==> config.mk <==
export PLATFORM = sky130hd
export DESIGN_NAME = fuse_rd_seq
export DESIGN_NICKNAME = d
export VERILOG_FILES = /design/src/rtl/fuse_rd_pkg.sv /design/src/rtl/fuse_us_timer.sv /design/src/rtl/fuse_addr_ctr.sv /design/src/rtl/fuse_pin_enc.sv /design/src/rtl/fuse_rd_seq.sv
export SDC_FILE = /design/constraint.sdc
export NUM_CORES = 1
export LEC_CHECK = 0
export BUFFER_PORTS_ARGS = -buffer_cell sky130_fd_sc_hd__buf_2
export CAP_MARGIN = 10
export CORE_MARGIN = 8
export CORE_UTILIZATION = 40
export CTS_CLUSTER_DIAMETER = 50
export DETAILED_ROUTE_END_ITERATION = 12
export PLACE_DENSITY = 0.71
export SYNTH_ARGS = -nofsm -noshare
export SYNTH_HDL_FRONTEND = slang
export SYNTH_SLANG_ARGS = --single-unit
==> constraint.sdc <==
create_clock -name clk_i -period 2.35 [get_ports clk_i]
set_input_delay 0.1175 -clock clk_i [delete_from_list [all_inputs] [get_ports clk_i]]
set_output_delay 0.1175 -clock clk_i [all_outputs]
set_load 0.01 [all_outputs]
==> src/rtl/fuse_rd_pkg.sv <==
package fuse_rd_pkg;
  localparam int CSB_BIT   = 0;
  localparam int STRB_BIT  = 1;
  localparam int LOAD_BIT  = 2;
  localparam int PGENB_BIT = 3;
  localparam int ADDR_LSB  = 6;

  typedef enum logic [2:0] {
    PH_IDLE  = 3'd0,
    PH_PWRUP = 3'd1,
    PH_ADDR  = 3'd2,
    PH_STRB  = 3'd3,
    PH_HOLD  = 3'd4,
    PH_RECOV = 3'd5
  } phase_e;
endpackage

==> src/rtl/fuse_us_timer.sv <==
module fuse_us_timer #(
  parameter int CLK_KHZ = 50000
) (
  input  logic clk_i,
  input  logic rst_ni,
  input  logic load_i,
  output logic done_o
);
  localparam int RAW_CYC  = (CLK_KHZ + 999) / 1000;
  localparam int WAIT_CYC = (RAW_CYC < 1) ? 1 : RAW_CYC;
  localparam int CW       = $clog2(WAIT_CYC + 1);

  logic [CW-1:0] cnt_q;

  always_ff @(posedge clk_i or negedge rst_ni) begin
    if (!rst_ni)             cnt_q <= '0;
    else if (load_i)         cnt_q <= CW'(WAIT_CYC);
    else if (cnt_q != '0)    cnt_q <= cnt_q - 1'b1;
  end

  assign done_o = (cnt_q == CW'(1));

  AST_TMR_NO_EARLY: assert property (@(posedge clk_i) disable iff (!rst_ni)
    (load_i && WAIT_CYC > 1) |=> !done_o);
endmodule

==> src/rtl/fuse_addr_ctr.sv <==
module fuse_addr_ctr #(
  parameter int ADDR_W = 10,
  parameter int CNT_W  = 11
) (
  input  logic              clk_i,
  input  logic              rst_ni,
  input  logic              load_i,
  input  logic [ADDR_W-1:0] off_i,
  input  logic [CNT_W-1:0]  cnt_i,
  input  logic              step_i,
  output logic [ADDR_W-1:0] off_o,
  output logic              last_o
);
  logic [ADDR_W-1:0] off_q;
  logic [CNT_W-1:0]  rem_q;

  always_ff @(posedge clk_i or negedge rst_ni) begin
    if (!rst_ni) begin
      off_q <= '0;
      rem_q <= '0;
    end else if (load_i) begin
      off_q <= off_i;
      rem_q <= cnt_i;
    end else if (step_i) begin
      off_q <= off_q + 1'b1;   // wraps within the address width
      rem_q <= rem_q - 1'b1;
    end
  end

  assign off_o  = off_q;
  assign last_o = (rem_q == CNT_W'(1));

  AST_OFF_WRAP: assert property (@(posedge clk_i) disable iff (!rst_ni)
    (step_i && !load_i && off_q == '1) |=> (off_q == '0));
endmodule

==> src/rtl/fuse_pin_enc.sv <==
module fuse_pin_enc
  import fuse_rd_pkg::*;
#(
  parameter int ADDR_W = 10,
  parameter int CTRL_W = ADDR_LSB + ADDR_W
) (
  input  phase_e            phase_i,
  input  logic [ADDR_W-1:0] addr_i,
  output logic [CTRL_W-1:0] ctrl_o
);
  always_comb begin
    ctrl_o = '0;
    unique case (phase_i)
      PH_IDLE: begin
        ctrl_o[CSB_BIT]   = 1'b1;
        ctrl_o[PGENB_BIT] = 1'b1;
      end
      PH_PWRUP: begin
        ctrl_o[LOAD_BIT]  = 1'b1;
        ctrl_o[PGENB_BIT] = 1'b1;
      end
      PH_ADDR, PH_RECOV: begin
        ctrl_o[LOAD_BIT]  = 1'b1;
        ctrl_o[PGENB_BIT] = 1'b1;
        ctrl_o[ADDR_LSB +: ADDR_W] = addr_i;
      end
      PH_STRB, PH_HOLD: begin
        ctrl_o[LOAD_BIT]  = 1'b1;
        ctrl_o[PGENB_BIT] = 1'b1;
        ctrl_o[STRB_BIT]  = 1'b1;
        ctrl_o[ADDR_LSB +: ADDR_W] = addr_i;
      end
      default: begin
        ctrl_o[CSB_BIT]   = 1'b1;
        ctrl_o[PGENB_BIT] = 1'b1;
      end
    endcase
  end
endmodule

==> src/rtl/fuse_rd_seq.sv <==
module fuse_rd_seq
  import fuse_rd_pkg::*;
#(
  parameter int CLK_KHZ = 50000,
  parameter int ADDR_W  = 10,
  parameter int CNT_W   = 11,
  parameter int DATA_W  = 8,
  localparam int CTRL_W = ADDR_LSB + ADDR_W
) (
  input  logic              clk_i,
  input  logic              rst_ni,
  input  logic              start_i,
  input  logic [ADDR_W-1:0] start_off_i,
  input  logic [CNT_W-1:0]  start_cnt_i,
  input  logic              wr_req_i,
  output logic              wr_ack_o,
  output logic              busy_o,
  output logic [CTRL_W-1:0] fuse_ctrl_o,
  input  logic [DATA_W-1:0] fuse_dout_i,
  output logic [DATA_W-1:0] byte_data_o,
  output logic              byte_valid_o,
  input  logic              byte_ready_i
);
  localparam logic [CTRL_W-1:0] STBY_WORD =
    CTRL_W'((1 << CSB_BIT) | (1 << PGENB_BIT));

  phase_e            phase_q, phase_d;
  logic              tmr_done;
  logic              go;
  logic              step;
  logic              last;
  logic [ADDR_W-1:0] cur_off;
  logic [DATA_W-1:0] data_q;
  logic              ack_q;

  assign go   = (phase_q == PH_IDLE) && start_i && (start_cnt_i != '0);
  assign step = (phase_q == PH_RECOV) && tmr_done;

  always_comb begin
    phase_d = phase_q;
    unique case (phase_q)
      PH_IDLE:  if (go)           phase_d = PH_PWRUP;
      PH_PWRUP: if (tmr_done)     phase_d = PH_ADDR;
      PH_ADDR:  if (tmr_done)     phase_d = PH_STRB;
      PH_STRB:  if (tmr_done)     phase_d = PH_HOLD;
      PH_HOLD:  if (byte_ready_i) phase_d = PH_RECOV;
      PH_RECOV: if (tmr_done)     phase_d = last ? PH_IDLE : PH_ADDR;
      default:                    phase_d = PH_IDLE;
    endcase
  end

  always_ff @(posedge clk_i or negedge rst_ni) begin
    if (!rst_ni) phase_q <= PH_IDLE;
    else         phase_q <= phase_d;
  end

  always_ff @(posedge clk_i or negedge rst_ni) begin
    if (!rst_ni)                              data_q <= '0;
    else if (phase_q == PH_STRB && tmr_done)  data_q <= fuse_dout_i;
  end

  always_ff @(posedge clk_i or negedge rst_ni) begin
    if (!rst_ni) ack_q <= 1'b0;
    else         ack_q <= wr_req_i;
  end

  fuse_us_timer #(.CLK_KHZ(CLK_KHZ)) u_tmr (
    .clk_i  (clk_i),
    .rst_ni (rst_ni),
    .load_i (phase_d != phase_q),
    .done_o (tmr_done)
  );

  fuse_addr_ctr #(.ADDR_W(ADDR_W), .CNT_W(CNT_W)) u_ctr (
    .clk_i  (clk_i),
    .rst_ni (rst_ni),
    .load_i (go),
    .off_i  (start_off_i),
    .cnt_i  (start_cnt_i),
    .step_i (step),
    .off_o  (cur_off),
    .last_o (last)
  );

  fuse_pin_enc #(.ADDR_W(ADDR_W)) u_enc (
    .phase_i (phase_q),
    .addr_i  (cur_off),
    .ctrl_o  (fuse_ctrl_o)
  );

  assign busy_o       = (phase_q != PH_IDLE);
  assign byte_valid_o = (phase_q == PH_HOLD);
  assign byte_data_o  = data_q;
  assign wr_ack_o     = ack_q;

  AST_STBY_IDLE: assert property (@(posedge clk_i) disable iff (!rst_ni)
    !busy_o |-> (fuse_ctrl_o == STBY_WORD && !byte_valid_o));
  AST_STRB_PINS: assert property (@(posedge clk_i) disable iff (!rst_ni)
    fuse_ctrl_o[STRB_BIT] |-> (fuse_ctrl_o[LOAD_BIT] && !fuse_ctrl_o[CSB_BIT]));
  AST_ADDR_AT_RISE: assert property (@(posedge clk_i) disable iff (!rst_ni)
    $rose(fuse_ctrl_o[STRB_BIT]) |-> $stable(fuse_ctrl_o[CTRL_W-1:ADDR_LSB]));
  AST_STALL_HOLD: assert property (@(posedge clk_i) disable iff (!rst_ni)
    (byte_valid_o && !byte_ready_i) |=>
      (byte_valid_o && $stable(byte_data_o) && fuse_ctrl_o[STRB_BIT]));
  AST_BUSY_START_IGN: assert property (@(posedge clk_i) disable iff (!rst_ni)
    (busy_o && start_i && !step) |=> $stable(cur_off));
  AST_ZERO_CNT: assert property (@(posedge clk_i) disable iff (!rst_ni)
    (!busy_o && start_i && start_cnt_i == '0) |=> !busy_o);
  AST_WR_NOOP: assert property (@(posedge clk_i) disable iff (!rst_ni)
    (wr_req_i && !busy_o && !start_i) |=> (!busy_o && wr_ack_o));
endmodule

==> metrics list, run 1 <==
- Data on the critical path arrives at its endpoint at 2.15 ns.
* Most frequent cell after synthesis: dfrtp_1
* Category of the worst setup path capture point: register
- Subtracting the final worst setup slack from the clock period gives 1.974 ns.
- For this design the ratio of total power to cell area is 1060 nW/µm².
* Setup repair after global routing missed its margin: no
- Sequential share of the synthesized area: 42.21%
- Violation count after the first detailed-routing iteration: 81
- STA classifies the critical path startpoint as a register.
- In the final design database the tool counted 336 nets.
- Antenna violations before repair: 0
* Fraction of registers with async set/reset: 100.0%
- Routed wire length: 5.696 mm
- Synthesis-to-finish area growth: 22.08%
- Final setup slack of the worst path: 0.3760 ns
* DR DRC count: 0
- In the synthesized netlist, the cells that appear most often are 39 x dfrtp_1, 22 x nand2_1, 14 x and2_1, 14 x o21ai_0.
* TritonCTS Buffers: 5
* Cell accounting for the most synthesized area: dfrtp_1
- The cell count after synthesis came out at 238.
- Achievable clock frequency: 0.5066 GHz
- The die is 92.03 µm tall.
- The region available for standard cell placement spans 5540 µm².
- Of the total synthesized cell area, the portion taken by XOR and XNOR cells is 5.303%.
- The longest clock path from root to sink contains 2 buffers.
- CTS tree: yes
* Yosys cell types: 54
* Multiplexer area fraction after synthesis: 5.682%
- Number of levels the H-tree was split into: 2
- Clock sinks: 39
- Pre-CTS WS: 0.3818 ns
- The synthesized design contains 0 enable-type register cells.
- Required arrival time at the worst endpoint: 2.53 ns
* Share of total power in sequential cells: 42.8%
- In this run the tightest slew margin relative to its limit is 41.65%.
- Net load switching power: 1.117 mW
* Crit path max-delay family: simple AND/OR/NAND/NOR gates
* Delay contributed by the slowest stage of the critical path: 0.48 ns
- In the synthesized netlist the dominant register cell turns out to be dfrtp_1.
* Final sum of negative setup slack: 0 ns
* Routed vias: 1963
- Before antenna repair, the detailed router went through 4 iterations.
- The initial utilization of the core area, before any placement, comes to 41.73%.
- CP cell instances: inv_1 > ha_1 > nand4b_1 > nor4_1 > xnor2_1 > o21ai_0
- Dividing the detail-routed via count by the number of cells gives 5.320.
* Tightest Pin Transition: 0.8752 ns
* Worst skew pair latency: 0.29 ns
- Critical path class: reg2reg
* Sw Ratio: 37.33%
- Basic-gate share of the synthesized area counting and, or, nand and nor cells: 23.92%
- Final setup violation count: 0
* Layout cell share with drive strength beyond 1: 28.96%
- Final antenna diode count: 0
* Power share of the clock group: 22.3%
- IR analysis of the VDD net gives a maximum drop of 0.4246 mV.
- Tot GR Track Use: 13.68%
- Cell Count Post-Placement: 359
* Critical path peak fanout: 8
- For the final database, setup skew stands at 0.007854 ns.
- Clock root buffer: clkbuf_8
- After synthesis, the cell types taking the most area are dfrtp_1 42%, mux2_2 4.4%, and2_1 3.8%, nand2_1 3.6%, ha_1 3.2%.
- Number of buffers inserted to repair setup after CTS: 0
- Final hold violation count: 0
- The run finished with clean final reports.
* Min-Delay Path Class: in2reg
- Entering global routing, the biggest net connects 40 pins.
* Final cell count without fillers: 369
* Post-Synthesis Cell Area: 2312 µm²
- Of the total synthesized cell area, the portion taken by full adders, half adders and majority gates is 3.247%.
- After global routing the overflow that remains totals 0.
* CTS clock-pin slew for the worst setup and hold paths: 0.08 ns
- Post-Synthesis Mean Instance Area: 9.715 µm²
* Part of the cycle the worst path needs: 84.00%
- The floorplan step defined a die boundary enclosing 8470 µm².
- Area fraction of the dominant cell type after synthesis: 42.21%
- Routability-driven placement finished with a final weighted congestion of 0.8721.
- After synthesis, the largest family of logic cells by area is simple AND/OR/NAND/NOR gates.
* Buffers added on ports: 57
- After floorplanning, the core was divided into 27 placement rows.
- The first global-routing pass estimated 9.639 mm of wire.
- Max Cap Violations: 0
- Wire length per cell: 15.44 µm
- I/O pin total: 61
- Among all stages on the critical path, the largest delay is contributed by nor4_1.
- Cell Int Power: 1.875 mW
- The floorplan step set the die width to 92.03 µm.
- HPWL reported at the end of detailed placement: 4.411 mm
- Combinational cells account for 34.9% of the total power.
* Register bit count reported by yosys: 39
* Number of global-route vias before repair: 2039
* Pins over their slew limit: 0
- Fraction of the mapped netlist area in compound gates: 14.77%
- In this run the static leakage power is 1.285 nW.
- Number of routed nets with antenna violations: 0
- Yosys warning total: 0
- Together, buffers and inverters on the worst path number 1.
-- tightest hold or removal path, stage by stage --
cell and delay [ns]:
buf_2 0.07, nand2_1 0.03, o21ai_0 0.05
-- cell type report --
| cell class | instances | area (µm²) |
|---|---|---|
| Sequential cell | 39 | 975.9 |
| Clock buffer | 5 | 68.82 |
| Timing Repair Buffer | 64 | 355.3 |
| Fill cell | 516 | 2718 |
| Tap cell | 72 | 90.09 |
| Clock inverter | 3 | 67.56 |
| Multi-Input combinational cell | 178 | 1235 |
| Inverter | 8 | 30.03 |
-- worst paths after layout --
| check | cells after the start | slack (ns) | start | end |
|---|---|---|---|---|
| max in group asynchronous | 2 | 1.31 | rst_ni | u_ctr.rem_q[3]$_DFFE_PN0P_ |
| max | 6 | 0.38 | u_tmr.cnt_q[1]$_DFFE_PN0P_ | u_ctr.off_o[5]$_DFFE_PN0P_ |
| min reg2reg | 1 | 0.51 | byte_data_o[7]$_DFFE_PN0P_ | byte_data_o[7]$_DFFE_PN0P_ |
| min in group asynchronous | 2 | 0.48 | rst_ni | byte_data_o[6]$_DFFE_PN0P_ |
| max reg2reg | 6 | 0.38 | u_tmr.cnt_q[1]$_DFFE_PN0P_ | u_ctr.off_o[5]$_DFFE_PN0P_ |
| min | 3 | 0.02 | start_off_i[7] | u_ctr.off_o[7]$_DFFE_PN0P_ |
-- power by group through the flow --
| stage | registers [mW] | logic, mW | clock network [mW] |
|---|---|---|---|
| finish | 1.28 | 1.04 | 0.668 |
| global route | 1.33 | 1.18 | 0.708 |
| CTS | 1.28 | 1.06 | 0.688 |
| detailed placement | 1.29 | 1.06 | 0 |
| global placement | 1.27 | 1.03 | 0 |
| floorplan | 1.18 | 0.780 | 0 |
-- placed cells by master (no fill, tap or decap), drive strengths merged, types with 7 or more instances in the layout --
cell type	n
nor3	8
dfrtp	39
nor2	12
buf	62
nand2	22
mux2	9
or3	7
xnor2	8
inv	8
and2	14
nand3	11
o21ai	14
-- stage by stage --
stage	utilization, %	hold WS [ns]	area, µm²	total power [mW]
after floorplan	-	-0.1781	2316	1.963
after global placement	48.13	0.2266	2666	2.299
after detailed placement	48.13	0.2272	2666	2.343
after CTS	50.95	0.02114	2823	3.030
after global routing	50.95	0.02704	2823	3.217
final	50.95	0.02189	2823	2.991
-- per-layer routing --
layer	share of wire, %	vias up	wire, µm	GRT usage, %
met5	0	-	0	0
met4	0.37	0	21	3.087
met3	5.6	2	319	4.238
met2	49	48	2804	23.06
met1	45	940	2550	16.63
li1	-	973	-	-
-- flip-flops by register name (all words and copies together), names as in the netlist --
register / flops
u_ctr.rem_q: 11
u_tmr.cnt_q: 6
u_ctr.off_o: 10
phase_q: 3
wr_ack_o: 1
byte_data_o: 8
-- cell families (layout without fill, tap and decap cells) --
logic type / Yosys count / count (layout)
flops: 39 / 39
xor+xnor: 14 / 14
fa+ha+maj: 6 / 6
other cells: 2 / 3
buf+inv: 22 / 80
compound gates: 44 / 44
mux: 12 / 12
simple gates: 99 / 99
-- what timing repair did --
item | in CTS | in global routing
hold endpoints to repair | 40 | 0
hold buffers | 2 | 0
gates resized for setup | 0 | 0
No activity file was read; power rests on OpenSTA's default activity.
==> inputs of run 2 (changes only) <==
- ABC_AREA: default -> 1
- clock period: 2.35 -> 1.9 ns (I/O delays scaled with it)
==> metrics list, run 2 <==
- The worst setup path is captured at an output port.
- The total count of hold-check failures in the final report is 0.
- In this run the tightest slew margin relative to its limit is 66.20%.
- Tot GR Track Use: 13.29%
- Most frequent cells after synthesis: 85 x nand2_1, 39 x dfrtp_1, 31 x inv_1, 31 x nand3_1, 28 x nor2_1
- Wire length per cell: 12.75 µm
- Area fraction of the dominant cell type after synthesis: 41.18%
- Derived from the worst setup path, the maximum achievable clock frequency is 0.5761 GHz.
* Number of buffers on the longest clock path: 2
* Cell Int Power: 1.178 mW
- Xor-xnor portion of the synthesized cell area: 4.435%
* Pre-CTS WS: 0.1867 ns
- For the pin with the worst max-slew slack, the measured transition is 0.5070 ns.
* Critical path peak fanout: 10
* Post-Synthesis Cell Area: 2370 µm²
* Critical-path top delay cell: dfrtp_1
- CTS tree: yes
- Summing the areas of all fa, ha and maj instances in the mapped netlist gives 3.168% of the synthesized area.
- PD cells: 537.0 nW/µm²
- CTS saw 39 sinks.
* Final antenna diode count: 0
* CP cell instances: inv_1 > nand2_1 > nor2_4 > inv_1 > nand3_4 > nand2_1 > inv_1 > buf_2
* Buffers added on ports: 57
* Required arrival time at the worst endpoint: 1.80 ns
- The count of final max-slew check failures came to 0.
- Global-route wire length before repair: 9.384 mm
- VDD sags by at most 0.3298 mV.
- Yosys cell types: 33
* HPWL reported at the end of detailed placement: 4.312 mm
- Total power after layout: 1.524 mW
* Yosys warning total: 0
* Worst Path Buf+Inv: 4
* Largest register FFs: 11
* Remaining global-route overflow: 0
- The die covers 8643 µm².
- Layout cell share with drive strength beyond 1: 25.76%
* Clock root buffer: clkbuf_8
- Commonest non-fill, non-tap cell in the layout: nand2_1
* TritonCTS Buffers: 5
- In this run the vertical extent of the chip is 92.97 µm.
* Post-Synthesis Mean Instance Area: 7.926 µm²
- In the routed design, unresolved DRC markers number 0.
- Clock-pin slew was measured on the worst setup and hold paths at 0.07 ns.
* I/O pin total: 61
* Number of routed nets with antenna violations: 0
- Largest family of logic cells by synthesized area: simple AND/OR/NAND/NOR gates
- The critical path is of the reg2out type.
- In the synthesized netlist the async set-or-reset flop fraction comes to 100.0%.
- Data arrival time of the worst path: 1.64 ns
* Initial DRT Pass Iterations: 4
* Top cells by area, synth: dfrtp_1 41%, nand2_1 13%, nand3_1 6.5%, inv_1 4.9%, nor2_1 4.4%
- Sequential share of the synthesized area: 41.18%
- Final cell count without fillers: 436
* Maximum clock skew at final layout: 0.008864 ns
- Initial cell density of the core: 40.75%
- Cell accounting for the most synthesized area: dfrtp_1
- Number of fill cells: 596
- Worst skew pair latency: 0.29 ns
- Floorplan row count: 28
- Share of total power in sequential cells: 55.9%
- Setup violations remaining at the end of the flow were counted as 0.
* Setup repair after global routing missed its margin: no
- The worst path needs 1.736 ns of the cycle, external delays included.
* Leading register cell type out of synthesis: dfrtp_1
* Floorplan core area: 5816 µm²
- Fraction of the mapped netlist area in compound gates: 7.022%
- For this design the static power due to leakage is 1.479 nW.
- Max Cap Violations: 0
- The placed instances occupy a cell area of 2710 µm².
- The via count of the first global-routing pass was 2171.
- Detailed routing inserted a total of 2085 vias.
* Delay contributed by the slowest stage of the critical path: 0.42 ns
- Ranked by flip-flop count, first place goes to u_ctr.rem_q.
* Antenna violations before repair: 0
- Violation count after the first detailed-routing iteration: 109
* Crit start category: register
* Number of levels the H-tree was split into: 2
* Net load switching power: 345.6 µW
- Cell Count Post-Placement: 427
- Grouping stages by cell kind, the critical path spends the most delay in simple AND/OR/NAND/NOR gates.
- Net switching is 22.68% of the power.
* Synthesis-to-finish area growth: 19.75%
- Multiplexer cells account for 3.801% of the synthesized area.
* Via density: 4.782
* Global placement routability congestion: 0.9266
- Register bit count reported by yosys: 39
* Final nets: 401
* Min-Delay Path Class: in2reg
* Horizontal extent of the die: 92.97 µm
- Final sum of negative setup slack: 0 ns
* Maximum number of pins on one net before global-route repair: 40
- After technology mapping, the gate count stands at 299.
- Routed wire length: 5.560 mm
- Status: finished, final reports clean
- The worst path meets setup with 0.1643 ns of slack.
- Commonest non-fill, non-tap cells in the layout: 85 x nand2_1, 57 x buf_2, 39 x dfrtp_1, 31 x inv_1, 30 x nand3_1
* Number of synthesized flops with an enable pin: 0
* Power share of the clock group: 37.2%
- Basic-gate share of the synthesized area counting and, or, nand and nor cells: 31.63%
- In the finished design, the share of the clock period the worst path needs comes to 91.35%.
- Counting stages on the worst path, the most repeated cell is inv_1.
* Most frequent cell after synthesis: nand2_1
- Combinational logic is responsible for 6.9% of the overall power.
- Final design instance area without fill: 2838 µm²
run 2: worst paths after layout:
check                                            from                         end  slack [ns]  cells after the start
max                              phase_q[2]$_DFF_PN0_              fuse_ctrl_o[7]        0.16                      8
min                                    fuse_dout_i[7]  byte_data_o[7]$_DFFE_PN0P_        0.02                      2
max reg2reg                u_tmr.cnt_q[1]$_DFFE_PN0P_  u_tmr.cnt_q[0]$_DFFE_PN0P_        0.23                      9
min reg2reg                byte_data_o[7]$_DFFE_PN0P_  byte_data_o[7]$_DFFE_PN0P_        0.49                      1
max in group asynchronous                      rst_ni  byte_data_o[3]$_DFFE_PN0P_        1.16                      3
min in group asynchronous                      rst_ni  u_ctr.off_o[6]$_DFFE_PN0P_        0.38                      3
run 2: metal layers:
metal  vias to the layer above  routed length [µm]  track usage, %
met3                         7                 327           3.846
met1                       953                2517           15.69
met4                         0                  76           4.698
li1                       1067                   -               -
met2                        58                2639           22.49
met5                         -                   0               0
run 2: power groups by stage:
stage | clock (mW) | sequential (mW) | combinational [mW]
finish | 0.566 | 0.852 | 0.105
CTS | 0.584 | 0.852 | 0.108
floorplan | 0 | 0.873 | 0.0344
global route | 0.612 | 0.854 | 0.120
global placement | 0 | 0.868 | 0.103
detailed placement | 0 | 0.869 | 0.105
run 2: worst register-to-register path, delay by kind of cell, from the launching register on:
family	cells	cell delay [ns]
adder cells (fa/ha/maj)	1	0.22
buffers and inverters	2	0.17
flip-flops	1	0.39
AND/OR/NAND/NOR	6	0.79
run 2: per-stage QoR:
step	utilization (%)	hold slack (ns)
floorplan	-	-0.2006
global placement	46.60	0.1831
detailed placement	46.60	0.1880
CTS	48.54	0.01472
global route	48.80	0.02579
finish	48.80	0.01822
run 2: layout make-up:
class,count,area (µm²),area share [%]
inverter,36,135.1,4.762
tap,75,93.84,3.307
clock buffer,6,82.58,2.910
multi-input combinational,217,1217,42.90
clock inverter,1,5.005,0.1764
sequential,39,975.9,34.39
timing repair buffer,62,327.8,11.55
run 2: kinds of logic (layout without fill, tap and decap cells):
logic type / Yosys count / count (layout)
multiplexers: 8 / 8
flip-flops: 39 / 39
other: 2 / 3
adder cells (fa/ha/maj): 6 / 6
AND/OR/NAND/NOR: 163 / 163
AO/OA/AOI/OAI: 25 / 25
buffers and inverters: 44 / 105
XOR/XNOR: 12 / 12
run 2: timing repair:
action / 4_1_cts / 5_1_grt
setup buffers: 0 / 0
endpoints found under the setup margin: 10 / 12
gates resized for setup: 1 / 3
endpoints found under the hold margin: 40 / 0
hold buffers: 2 / 0
